==> src/rtl/scsi_dma_ctl.sv <==
module scsi_dma_ctl #(
  parameter int AW = 5
) (
  input  logic          clk,
  input  logic          rst_n,
  input  logic          hb_sel,
  input  logic          hb_wr,
  input  logic [AW-1:0] hb_addr,
  input  logic [15:0]   hb_wdata,
  output logic [15:0]   hb_rdata,
  output logic          host_irq,
  output logic          fifo_rst_n,
  output logic          ctl_rst_n,
  output logic          dma_en,
  output logic          dma_send,
  output logic          ctl_sel,
  input  logic [7:0]    ctl_rdata,
  input  logic          ctl_irq,
  input  logic          fifo_has_data,
  input  logic          byte_xfer,
  input  logic          dma_conflict,
  input  logic          dma_bus_err
);
  localparam int WIN = AW - 1;

  logic [4:0]  ctrl;
  logic [15:0] addr_hi, addr_lo, cnt_hi, cnt_lo, ivam;
  logic [31:0] fifo_cnt, prog_len, resid;
  logic        dma_ip, err_conf, err_bus, ctl_ip, irq_en;
  logic        win, wr_reg, dec, hit_zero;

  assign fifo_rst_n = ctrl[0];
  assign ctl_rst_n  = ctrl[1];
  assign dma_en     = ctrl[2];
  assign dma_send   = ctrl[3];
  assign irq_en     = ctrl[4];

  assign win     = hb_addr[WIN];
  assign wr_reg  = hb_sel && hb_wr && !win;
  assign ctl_sel = hb_sel && win && !dma_en;

  assign ctl_ip   = ctl_irq && !fifo_has_data && (fifo_cnt == 32'd0);
  assign host_irq = irq_en && (dma_ip || (dma_en && ctl_ip));

  assign dec      = byte_xfer && dma_en && (fifo_cnt != 32'd0);
  assign hit_zero = dec && (fifo_cnt == 32'd1);

  assign resid = (dma_send && fifo_cnt != 32'd0 && fifo_cnt < prog_len)
                 ? fifo_cnt + 32'd1 : fifo_cnt;

  always_ff @(posedge clk or negedge rst_n) begin
    if (!rst_n) begin
      ctrl    <= '0;
      addr_hi <= '0;
      addr_lo <= '0;
      cnt_hi  <= '0;
      cnt_lo  <= '0;
      ivam    <= '0;
    end else if (wr_reg) begin
      case (hb_addr[3:0])
        4'd0: ctrl    <= hb_wdata[4:0];
        4'd1: addr_hi <= hb_wdata;
        4'd2: addr_lo <= hb_wdata;
        4'd3: cnt_hi  <= hb_wdata;
        4'd4: cnt_lo  <= hb_wdata;
        4'd5: cnt_hi  <= hb_wdata;
        4'd7: ivam    <= hb_wdata;
        default: ;
      endcase
    end
  end

  always_ff @(posedge clk or negedge rst_n) begin
    if (!rst_n) begin
      fifo_cnt <= '0;
      prog_len <= '0;
    end else if (!fifo_rst_n) begin
      fifo_cnt <= '0;
    end else if (wr_reg && hb_addr[3:0] == 4'd5) begin
      fifo_cnt[31:16] <= hb_wdata;
      prog_len[31:16] <= hb_wdata;
    end else if (wr_reg && hb_addr[3:0] == 4'd6) begin
      fifo_cnt[15:0] <= hb_wdata;
      prog_len[15:0] <= hb_wdata;
    end else if (dec) begin
      fifo_cnt <= fifo_cnt - 32'd1;
    end
  end

  always_ff @(posedge clk or negedge rst_n) begin
    if (!rst_n) begin
      err_conf <= 1'b0;
      err_bus  <= 1'b0;
      dma_ip   <= 1'b0;
    end else if (!fifo_rst_n) begin
      err_conf <= 1'b0;
      err_bus  <= 1'b0;
      dma_ip   <= 1'b0;
    end else begin
      if (dma_conflict) err_conf <= 1'b1;
      if (dma_bus_err)  err_bus  <= 1'b1;
      if (hit_zero || dma_conflict || dma_bus_err || err_conf || err_bus)
        dma_ip <= 1'b1;
      else if (wr_reg && hb_addr[3:0] == 4'd0 && hb_wdata[9])
        dma_ip <= 1'b0;
    end
  end

  always_comb begin
    hb_rdata = '0;
    if (win) begin
      hb_rdata = {8'h00, ctl_rdata};
    end else begin
      case (hb_addr[3:0])
        4'd0: hb_rdata = {4'b0, err_bus, err_conf, dma_ip, ctl_ip, 3'b0, ctrl};
        4'd1: hb_rdata = addr_hi;
        4'd2: hb_rdata = addr_lo;
        4'd3: hb_rdata = cnt_hi;
        4'd4: hb_rdata = cnt_lo;
        4'd5: hb_rdata = fifo_cnt[31:16];
        4'd6: hb_rdata = fifo_cnt[15:0];
        4'd7: hb_rdata = ivam;
        4'd8: hb_rdata = resid[31:16];
        4'd9: hb_rdata = resid[15:0];
        default: hb_rdata = '0;
      endcase
    end
  end
endmodule


==> config.mk <==
export PLATFORM = sky130hd
export DESIGN_NAME = scsi_dma_ctl
export DESIGN_NICKNAME = d
export VERILOG_FILES = /design/src/rtl/scsi_dma_ctl.sv
export SDC_FILE = /design/constraint.sdc
export NUM_CORES = 1
export LEC_CHECK = 0
export CAP_MARGIN = 20
export CORE_MARGIN = 3
export CORE_UTILIZATION = 30
export DETAILED_ROUTE_END_ITERATION = 7
export REMOVE_ABC_BUFFERS = 1
export SYNTH_ARGS = -nofsm -noshare
export SYNTH_HDL_FRONTEND = slang
export SYNTH_SLANG_ARGS = --single-unit
==> constraint.sdc <==
create_clock -name clk -period 5 [get_ports clk]
set_input_delay 0.5 -clock clk [delete_from_list [all_inputs] [get_ports clk]]
set_output_delay 0.5 -clock clk [all_outputs]
set_load 0.03 [all_outputs]
**After elaboration in Yosys (flattened, before gate mapping)**

Cells that the tools add are included.

- Muxes and demuxes: 16
- Bitwise gates (word level): 1
- Add/subtract/negate cells: 2
- Equality and inequality tests: 17
- Reductions and logical operators: 39
- Magnitude comparators: 1

Operator list:

| cell | number |
|---|---|
| case mux 16 bit (10 select lines) | 1 |
| 2-to-1 mux 32 bit | 3 |
| 2-to-1 mux 16 bit | 5 |
| adder 32 x 1 -> 32 bit (second input constant) | 1 |
| equality test 32 x 1 -> 1 bit (second input constant) | 1 |
| logical NOT 32 bit | 1 |
| < comparator 32 bit | 1 |
| nonzero test 32 bit | 1 |
| subtractor 32 x 1 -> 32 bit (second input constant) | 1 |
| AND reduction 2 bit | 9 |
| logical AND 1 bit | 17 |
| equality test 4 x 3 -> 1 bit (second input constant) | 4 |
| inequality test 3 x 1 -> 1 bit (second input constant) | 3 |
| equality test 4 x 2 -> 1 bit (second input constant) | 2 |
| equality test 4 bit (second input constant) | 2 |
| 2-to-1 mux 1 bit | 7 |
| inequality test 2 bit (second input constant) | 3 |
| logical OR 1 bit | 5 |
| equality test 4 x 1 -> 1 bit (second input constant) | 1 |
| logical NOT 4 bit | 1 |
| logical NOT 1 bit | 3 |
| inequality test 3 bit (second input constant) | 1 |
| AND reduction 3 bit | 1 |
| OR reduction 2 bit | 1 |
| NOT 1 bit | 1 |

- Register bits: 152
- Output and inout bits: 22
- Logic and storage cells: 89
- Bits of input ports: 38

**Logic depth before layout (Yosys ltp)**

Gate-level depths: netlist of run 1.

- Word-level depth: 9
- Gate-level depth with buffers: 11
- Mapped depth without buffers: 10

**Least setup slack after synthesis of run 1**

OpenSTA, ideal clock, no wires.

- Kind: register -> output
- Start: register fifo_cnt[31]
- End: output port hb_rdata[3]
- Required time: 4.500 ns
- Data arrival time: 3.068 ns
- Buffers on the path: 1
- Slack: 1.432 ns
- Stages on the path, launching flop included: 10
- Cells stage by stage: dfrtp_1 > ha_1 > nand4_1 > or4_1 > a311oi_2 > buf_2 > or3b_2 > xnor2_1 > a221oi_1 > o21ai_0

- Longest elaborated chain between the ends: 6
- Elaborated cells on any way between the ends: 7
- Those cells by class: 1 x order compare; 3 x mux; 3 x reduce/logical

RTL lines:

| item | RTL line | text |
|---|---|---|
| start: declaration | 28 | `logic [31:0] fifo_cnt, prog_len, resid;` |
| start signal: assignment | 80 | `fifo_cnt[31:16] <= hb_wdata;` |
| start signal: assignment | 86 | `fifo_cnt <= fifo_cnt - 32'd1;` |
| parallel branches: the longest is 2 deep, another holds < comparator 32 bit | n/a |  |
| logical AND 1 bit (*) | 48 | `assign resid = (dma_send && fifo_cnt != 32'd0 && fifo_cnt < prog_len)` |
| 2-to-1 mux 32 bit (*) | 49 | `? fifo_cnt + 32'd1 : fifo_cnt;` |
| case mux 16 bit (10 select lines) (*) | 114 | `case (hb_addr[3:0])` |
| 2-to-1 mux 16 bit (*) | 111 | `if (win) begin` |
| end: declaration | 10 | `output logic [15:0] hb_rdata,` |

Mark *: on every way between the ends.

**Final worst setup path of run 1**

- Start: register fifo_cnt[30]
- End: output port hb_rdata[9]

The elaborated chain is that of the path after synthesis.

==> results of run 1 <==
-- kinds of logic (layout without fill, tap and decap cells) --
| group | Yosys count | count (layout) | share of synthesized area [%] |
|---|---|---|---|
| AND/OR/NAND/NOR | 312 | 312 | 17.4 |
| XOR/XNOR | 15 | 15 | 1.41 |
| buffers and inverters | 110 | 187 | 4.78 |
| flip-flops | 152 | 152 | 40.8 |
| adder cells (fa/ha/maj) | 35 | 35 | 4.70 |
| multiplexers | 112 | 112 | 13.5 |
| AO/OA/AOI/OAI | 258 | 258 | 17.5 |
-- through the flow --
| step | std cells | hold WS, ns | power, mW | utilization, % | instance area, um^2 |
|---|---|---|---|---|---|
| finish | 1461 | 0.0594 | 4.54 | 37.1 | 11200 |
| global route | 1461 | 0.113 | 4.79 | 37.1 | 11200 |
| global placement | 1428 | 0.484 | 3.17 | 35.0 | 10500 |
| floorplan | 927 | 0.204 | 2.59 | - | 9030 |
| detailed placement | 1429 | 0.490 | 3.18 | 35.0 | 10500 |
| CTS | 1461 | 0.0876 | 4.51 | 37.0 | 11100 |
-- layout make-up --
cell class	instances	area [um^2]	area share, %
multi-input cells	732	5120	45.8
flip-flops and latches	152	3800	34.1
repair buffers	112	992	8.89
well taps	390	488	4.37
clock buffers	17	425	3.81
clock inverters	15	175	1.57
inverters	43	161	1.45
-- what timing repair did --
| item | CTS | global route |
|---|---|---|
| endpoints found under the setup margin | 0 | 13 |
| hold buffers | 0 | 0 |
| gates resized for setup | 0 | 5 |
-- per-layer routing --
metal | up-vias | part of all wire [%] | global-route usage, %
met3 | 50 | 7.4 | 3.01
li1 | 3768 | - | -
met4 | 0 | 2.7 | 6.55
met2 | 363 | 45 | 32.6
met1 | 4238 | 45 | 30.7
met5 | - | 0 | 0
-- state kept, by name (all words and copies together) (netlist names) --
register and count:
cnt_lo 16, fifo_cnt 32, prog_len 32, err_conf 1
addr_hi 16, dma_ip 1, cnt_hi 16, err_bus 1
addr_lo 16, ivam 16, ctrl 5
-- cell usage after synthesis, types with 9 or more instances --
master	number
nand4_1	12
nand2_1	97
clkbuf_1	46
and3_1	16
a22oi_1	43
nor2b_1	9
nor4_1	14
nor2_1	54
xnor2_1	10
o21ai_0	75
inv_1	43
buf_2	15
nor3_1	25
dfrtp_1	152
a221oi_1	10
nand3_1	30
ha_1	35
mux2_2	106
a21oi_1	69
-- power breakdown --
part	internal (mW)	total, mW	switching [mW]
clock network	0.676	1.33	0.649
logic	0.654	1.62	0.965
registers	1.39	1.59	0.200
-- how the worst max path moves through the flow --
stage	slack, ns	depth (start not counted)	endpoint
global placement	0.47	10	hb_rdata[4]
global route	-0.001	10	hb_rdata[7]
CTS	0.02	11	hb_rdata[9]
finish	0.16	11	hb_rdata[9]
floorplan	1.10	8	hb_rdata[1]
detailed placement	0.51	11	hb_rdata[9]
==> run_results.csv, run 1 <==
group,metric,value,unit
run_status,outcome,"completed",
sta,skew,0.0196,ns
floorplan,pin_count,60,
sta,slew_headroom,20.6,%
logic_synthesis,syn_area,0.00932,mm^2
critical_path,cp.required,4.50,ns
cells_and_area,nets,1131,
global_route,grt_max_degree,65,
placed_design,place_hpwl,26200,um
clocking,cts_root_buffer,"clkbuf_16",
sta,hold_viol,0,
clocking,cts-htree-levels,4,
logic_synthesis,synth.area.top_cells,"dfrtp_1 (41%), mux2_2 (13%), ha_1 (4.7%)",
sta,finalMaxSlewViolations,0,
sta,setup_tns,0,ns
clocking,cts_setup_buffers,0,
logic_synthesis,synth-edff-count,0,
critical_path,cp-start-kind,"flip-flop",
cells_and_area,area_delta_synth_final,19.9,%
detailed_routing,drc,0,
placed_design,gp_congestion,1.01,
detailed_routing,drtIter0Drc,874,
detailed_routing,routed-via-count,8419,
logic_synthesis,yosys_warnings,0,
critical_path,critPathSlowestCell,"clkdlybuf4s50_1",
cells_and_area,final_cell_mix,"dfrtp_1 (151), mux2_2 (106), nand2_1 (97)",
critical_path,r2r_end,"fifo_cnt[28]",
logic_synthesis,synthDominantCellAreaShare,40.8,%
floorplan,initial_core_util,30.9,%
placed_design,port_buffers,59,
cells_and_area,drive_gt1_share,20.7,%
cells_and_area,fill_cells,3055,
floorplan,row_count,63,
floorplan,die_h,182,um
global_route,overflow,0,
pwr,p_leak,4.86,nW
logic_synthesis,synthDistinctLibCells,71,
pwr,pwr_density_cell,406,mW/mm^2
pwr,vdd_drop_max,0.000220,V
critical_path,worstReg2RegStart,"fifo_cnt[1]",
detailed_routing,drtPass1Iterations,5,
critical_path,critical_path_class,"reg -> out",
logic_synthesis,ys_seq_area_share,40.8,%
detailed_routing,wirelength,35500,um
worst_hold_path,hp-class,"in -> async",
global_route,grt_pass1_wl,53100,um
sta,fmax,0.206,GHz
global_route,track_usage,21.1,%
placed_design,dp_slack,0.507,ns
floorplan,die_area,0.0332,mm^2
logic_synthesis,async_reset_ff_share,100,%
critical_path,cp_data_arrival_time,4.34,ns
logic_synthesis,ys_ff_latch,152,
sta,tightestPinTransition,1.19,ns
sta,setup_viol,0,
detailed_routing,post_drt_via_cell_ratio,5.76,
sta,fin_ws,0.156,ns
clocking,cts_tree,"built",
clocking,clkLatencyLatePin,0.44,ns
critical_path,path_buf_inv,2,
logic_synthesis,synth-main-ff-cell,"dfrtp_1",
sta,min_period,4.84,ns
logic_synthesis,synth_cells,994,
clocking,numClockSinks,152,
run,maxCapViolCount,0,
critical_path,crit_chain,"ha_1, nand4_1, or4_1, o22a_1, nand4_1, buf_4, nor4_2, xnor2_1, o2111ai_1, a22o_1, clkdlybuf4s50_1",
critical_path,crit_start,"fifo_cnt[30]",
detailed_routing,ant_nets,0,
logic_synthesis,synth_top_area_cell,"dfrtp_1",
floorplan,fp.dieW,182,um
cells_and_area,antennaDiodeCount,0,
critical_path,path_common_cell,"nand4_1",
sta,rsz0062_at_grt,"yes",
critical_path,cpPeakStageDelay,0.69,ns
clocking,clock_path_buffers,2,
critical_path,path_max_fanout,9,
floorplan,core,0.0301,mm^2
global_route,grt_antenna_before_repair,0,
critical_path,reg2regPathDepth,9,
cells_and_area,final_common_cell,"dfrtp_1",
detailed_routing,wire_per_inst,24.3,um
clocking,clk_pin_slew_worst_paths,0.08,ns
critical_path,r2r_setup_slack,1.51,ns
clocking,cts_made_buffers,17,
sta,finalCritPeriodShare,96.9,%
critical_path,cp-end-kind,"output pin",
logic_synthesis,avgSynthCellArea,9.37,um^2
global_route,grt_pass1_vias,8082,
critical_path,cp_top_family,"simple AND/OR/NAND/NOR gates",
Note: power is estimated with default switching activity, not from simulation.
==> inputs of run 2 (changes only) <==
--- a/config.mk
+++ b/config.mk
@@ -9,7 +9,9 @@
 export CORE_MARGIN = 3
 export CORE_UTILIZATION = 30
 export DETAILED_ROUTE_END_ITERATION = 7
+export RECOVER_POWER = 25
 export REMOVE_ABC_BUFFERS = 1
+export SLEW_MARGIN = 20
 export SYNTH_ARGS = -nofsm -noshare
 export SYNTH_HDL_FRONTEND = slang
 export SYNTH_SLANG_ARGS = --single-unit
==> run 2 against run 1 <==
The run now ends with capacitance limit, slew limit left; first-iteration DRC count is 0.92% lower; cell area up 0.11%; utilization about the same; critical path depth decreased by 1.
==> run_results.csv, run 2 (synthesized netlist as in run 1, its figures left out) <==
group,metric,value,unit
detailed_routing,post_drt_via_cell_ratio,5.79,
sta,finalMaxSlewViolations,65,
sta,fmax,0.205,GHz
floorplan,die_area,0.0332,mm^2
critical_path,crit_chain,"ha_1, o21ai_0, a21oi_1, o311ai_1, a311oi_4, or4_1, or3_1, a21o_1, a31oi_1, clkdlybuf4s50_1",
detailed_routing,wirelength,35700,um
critical_path,path_max_fanout,9,
global_route,grt_antenna_before_repair,0,
sta,tightestPinTransition,3.89,ns
critical_path,cp_top_family,"compound AO/OA/AOI/OAI gates",
sta,slew_headroom,-159,%
worst_hold_path,hp-class,"reg -> reg",
clocking,ctsHoldBuffers,0,
detailed_routing,drtPass1Iterations,5,
cells_and_area,area_delta_synth_final,20.0,%
floorplan,pin_count,60,
cells_and_area,final_area,0.0112,mm^2
critical_path,cp-start-kind,"flip-flop",
cells_and_area,multi_input_area,0.00511,mm^2
clocking,numClockSinks,152,
global_route,overflow,0,
clocking,cts_root_buffer,"clkbuf_16",
floorplan,fp.dieW,182,um
clocking,cts-htree-levels,4,
pwr,power,4.60,mW
placed_design,port_buffers,59,
sta,rsz0062_at_grt,"yes",
floorplan,initial_core_util,30.9,%
pwr,vdd_drop_max,0.000203,V
cells_and_area,reg_top3,"fifo_cnt x32, prog_len x32",
run_status,violations,"capacitance limit, slew limit",
placed_design,place_hpwl,26200,um
pwr,pwr_density_cell,411,mW/mm^2
global_route,grt_pass1_wl,53700,um
pwr,p_leak,4.86,nW
floorplan,core,0.0301,mm^2
cells_and_area,final_common_cell,"dfrtp_1",
sta,setup_viol,0,
detailed_routing,drtIter0Drc,866,
detailed_routing,ant_nets,0,
placed_design,post_dp_cell_area,0.0105,mm^2
pwr,seqPwrFrac,34.7,%
critical_path,cp.required,4.50,ns
clocking,clock_path_buffers,2,
sta,hold_viol,0,
global_route,gr-usage-met3,4.80,%
floorplan,die_h,182,um
cells_and_area,final_cell_mix,"dfrtp_1 (152), mux2_2 (106), nand2_1 (97)",
pwr,p_sw,1.78,mW
placed_design,gp_congestion,1.01,
critical_path,cpPeakStageDelay,0.72,ns
sta,min_period,4.88,ns
global_route,busiest_layer,"met2",
critical_path,r2r_setup_slack,1.56,ns
cells_and_area,nets,1133,
cells_and_area,fill_cells,3094,
global_route,grtUsageMet1,30.1,%
cells_and_area,antennaDiodeCount,0,
pwr,combPwrFrac,35.1,%
clocking,cts_tree,"built",
critical_path,critPathSlowestCell,"or4_1",
cells_and_area,seq_area,0.00380,mm^2
run_status,outcome,"finished, violations left",
sta,finalCritPeriodShare,97.5,%
clocking,cts_made_buffers,17,
pwr,swShare,38.7,%
global_route,grt_max_degree,65,
global_route,grt_pass1_vias,8208,
detailed_routing,drc,0,
pwr,internal_power,2.82,mW
detailed_routing,routed-via-count,8478,
global_route,use_met2,33.1,%
sta,fin_hold_ws,0.504,ns
critical_path,cp_data_arrival_time,4.38,ns
cells_and_area,drive_gt1_share,20.6,%
sta,skew,0.00950,ns
run,maxCapViolCount,1,
detailed_routing,wire_per_inst,24.4,um
critical_path,critical_path_class,"reg -> out",
critical_path,path_buf_inv,1,
pwr,clockPowerShare,30.2,%
clocking,clkLatencyLatePin,0.44,ns
global_route,track_usage,21.4,%
clocking,clk_pin_slew_worst_paths,0.07,ns
critical_path,cp-end-kind,"output pin",
floorplan,row_count,63,
==> run 2: final timing paths <==
kind | from | to | cells after the start
setup / recovery | fifo_cnt[1] | hb_rdata[10] | 10
hold / removal | addr_lo[13] | addr_lo[13] | 1
setup reg to reg | fifo_cnt[1] | fifo_cnt[28] | 9
hold reg to reg | addr_lo[13] | addr_lo[13] | 1
max in group asynchronous | rst_n | cnt_hi[10] | 2
min in group asynchronous | rst_n | fifo_cnt[16] | 1
==> run 2: routing by layer <==
layer / wire length, um / part of all wire [%]
met5: 0 / 0
met3: 3070 / 8.6
met4: 1130 / 3.2
met1: 15600 / 44
met2: 15900 / 45
==> run 2: final cells by class <==
class                      count  share of cell area, %
sequential                   152                   34.0
timing repair buffer         114                   8.90
clock inverter                14                   1.62
multi-input combinational    732                   45.7
inverter                      43                   1.44
clock buffer                  18                   3.93
tap                          390                   4.36
==> run 2: timing repair <==
item,CTS,global route
setup endpoints to repair,0,14
setup buffers,0,3
gates resized for setup,0,1
==> run 2: metrics by stage <==
step / util, % / setup TNS (ns) / std cells / setup slack, ns
finish: 37.1 / 0 / 1463 / 0.124
global route: 37.1 / -0.0302 / 1463 / -0.0302
CTS: 37.0 / 0 / 1460 / 0.0165
detailed placement: 35.0 / 0 / 1428 / 0.528
global placement: 35.0 / 0 / 1428 / 0.471
floorplan: - / 0 / 927 / 1.10
==> run 2: power by group through the flow <==
stage / sequential [mW] / combinational, mW / clock [mW]
after floorplan: 1.58 / 1.01 / 0
after global placement: 1.61 / 1.56 / 0
after detailed placement: 1.61 / 1.57 / 0
after CTS: 1.59 / 1.58 / 1.41
after global routing: 1.62 / 1.77 / 1.46
final: 1.59 / 1.62 / 1.39
==> inputs of run 3 (changes only) <==
--- a/config.mk
+++ b/config.mk
@@ -9,6 +9,7 @@
 export CORE_MARGIN = 3
 export CORE_UTILIZATION = 30
 export DETAILED_ROUTE_END_ITERATION = 7
+export PLACE_DENSITY = 0.51
 export RECOVER_POWER = 25
 export REMOVE_ABC_BUFFERS = 1
 export SLEW_MARGIN = 20
==> run 3 against run 2 <==
The flow still finishes with violations (capacitance limit, slew limit); worst setup slack got worse by 0.074 ns; utilization barely moved; register-to-register slack improved by 0.24 ns; largest cell class unchanged; wire length down 4.8%.
==> run_results.csv, run 3 (synthesized netlist as in run 1, its figures left out) <==
group,metric,value,unit
cells_and_area,drive_gt1_share,20.9,%
cells_and_area,final_cell_mix,"dfrtp_1 (151), mux2_2 (106), nand2_1 (97)",
critical_path,critPathSlowestCell,"or4_1",
floorplan,row_count,63,
critical_path,cp_data_arrival_time,4.45,ns
clocking,clkLatencyLatePin,0.44,ns
global_route,grt_pass1_wl,51500,um
sta,skew,0.0137,ns
floorplan,die_h,182,um
clocking,cts_setup_buffers,0,
floorplan,fp.dieW,182,um
critical_path,cp.required,4.50,ns
run_status,violations,"capacitance limit, slew limit",
floorplan,core,0.0301,mm^2
floorplan,die_area,0.0332,mm^2
sta,fmax,0.202,GHz
sta,rsz0062_at_grt,"yes",
global_route,overflow,0,
cells_and_area,antennaDiodeCount,0,
global_route,grt_max_degree,84,
sta,finalCritPeriodShare,99.0,%
worst_hold_path,hp-class,"reg -> reg",
run_status,outcome,"finished, violations left",
cells_and_area,reg_top3,"fifo_cnt x32, prog_len x32",
detailed_routing,dr_wl_met2,15300,um
clocking,cts_tree,"built",
clocking,cts_root_buffer,"clkbuf_16",
placed_design,gp_congestion,0.972,
clocking,clk_pin_slew_worst_paths,0.06,ns
placed_design,dp_slack,0.213,ns
sta,hold_viol,0,
critical_path,crit_chain,"ha_1, o21ai_0, a21oi_1, o311ai_2, a311oi_4, buf_4, or4_1, or3b_1, a21oi_1, o31a_1, clkdlybuf4s50_1",
detailed_routing,drtPass1Iterations,5,
sta,slew_headroom,-173,%
clocking,cts-htree-levels,4,
pwr,p_leak,4.86,nW
critical_path,path_common_cell,"a21oi_1",
detailed_routing,routed.top_layer,"met4",
sta,fin_hold_ws,0.505,ns
clocking,clock_path_buffers,2,
placed_design,port_buffers,59,
floorplan,initial_core_util,30.9,%
clocking,numClockSinks,152,
global_route,grt_antenna_before_repair,2,
pwr,pwr_density_cell,404,mW/mm^2
detailed_routing,routed-via-count,8284,
pwr,vdd_drop_max,0.000223,V
cells_and_area,nets,1132,
pwr,power,4.52,mW
clocking,cts_made_buffers,17,
detailed_routing,drc,0,
global_route,track_usage,20.4,%
sta,setup_viol,0,
floorplan,pin_count,60,
detailed_routing,routed-wl-met3,2370,um
cells_and_area,final_common_cell,"dfrtp_1",
detailed_routing,wl_met1,15300,um
sta,fin_ws,0.0496,ns
run,maxCapViolCount,1,
cells_and_area,area_delta_synth_final,19.9,%
critical_path,critical_path_class,"reg -> out",
critical_path,path_max_fanout,11,
critical_path,cp-start-kind,"flip-flop",
critical_path,r2r_setup_slack,1.80,ns
global_route,grt_pass1_vias,8016,
critical_path,cpPeakStageDelay,0.67,ns
detailed_routing,post_drt_via_cell_ratio,5.67,
detailed_routing,wirelength,34000,um
detailed_routing,ant_nets,0,
detailed_routing,drtIter0Drc,843,
sta,tightestPinTransition,4.09,ns
sta,min_period,4.95,ns
critical_path,cp-end-kind,"output pin",
placed_design,place_hpwl,25200,um
detailed_routing,wire_per_inst,23.3,um
sta,finalMaxSlewViolations,84,
## run 3: changes by cell type in the layout (fill, tap and decap cells not counted), sizes merged
cell,delta
bufinv,-1
clkbuf,-3
clkdlybuf4s15,+1
clkdlybuf4s50,-1
clkinv,+1
dlymetal6s2s,+1
## run 3: critical path, delay by kind of cell, from the launching register on
family	cells	cell delay (ns)
AO/OA/AOI/OAI	6	1.16
AND/OR/NAND/NOR	2	1.09
buffers and inverters	2	0.90
flip-flops	1	0.57
adder cells (fa/ha/maj)	1	0.30
## run 3: where the power goes
part	internal (mW)	leakage [nW]	total [mW]	switching, mW
logic	0.665	2.61	1.67	1.00
registers	1.40	1.97	1.57	0.170
clock network	0.695	0.278	1.28	0.585
## run 3: repair_timing
action | CTS | global route
pin swaps | 1 | 0
gates resized for setup | 2 | 5
endpoints found under the setup margin | 16 | 12
hold buffers | 0 | 0
hold endpoints to repair | 0 | 0
## run 3: area by class of cell
class,instances,area (um^2)
Sequential cell,152,3800
Tap cell,390,488
Clock inverter,14,139
Timing Repair Buffer,113,1010
Inverter,43,161
Multi-Input combinational cell,732,5140
Clock buffer,17,425
Fill cell,3059,18900
## run 3: metal layers
layer	global-route usage [%]	up-vias
li1	-	3779
met1	29.3	4124
met2	31.5	329
met3	3.37	52
met4	6.58	0
met5	0	-
## run 3: final timing paths
kind                              from      endpoint  cells past startpoint
setup / recovery           fifo_cnt[1]   hb_rdata[8]                     11
hold / removal               cnt_hi[5]     cnt_hi[5]                      1
setup reg to reg           fifo_cnt[0]  fifo_cnt[28]                      9
hold reg to reg              cnt_hi[5]     cnt_hi[5]                      1
max in group asynchronous        rst_n   fifo_cnt[7]                      1
min in group asynchronous        rst_n  fifo_cnt[18]                      1
## run 3: through the flow
stage	util [%]	cells	area (um^2)	setup TNS, ns
after global routing	37.1	1461	11200	-0.499
after CTS	37.0	1461	11100	0
final	37.1	1461	11200	0
after detailed placement	35.1	1430	10600	0
after global placement	35.1	1430	10600	0
after floorplan	-	927	9030	0
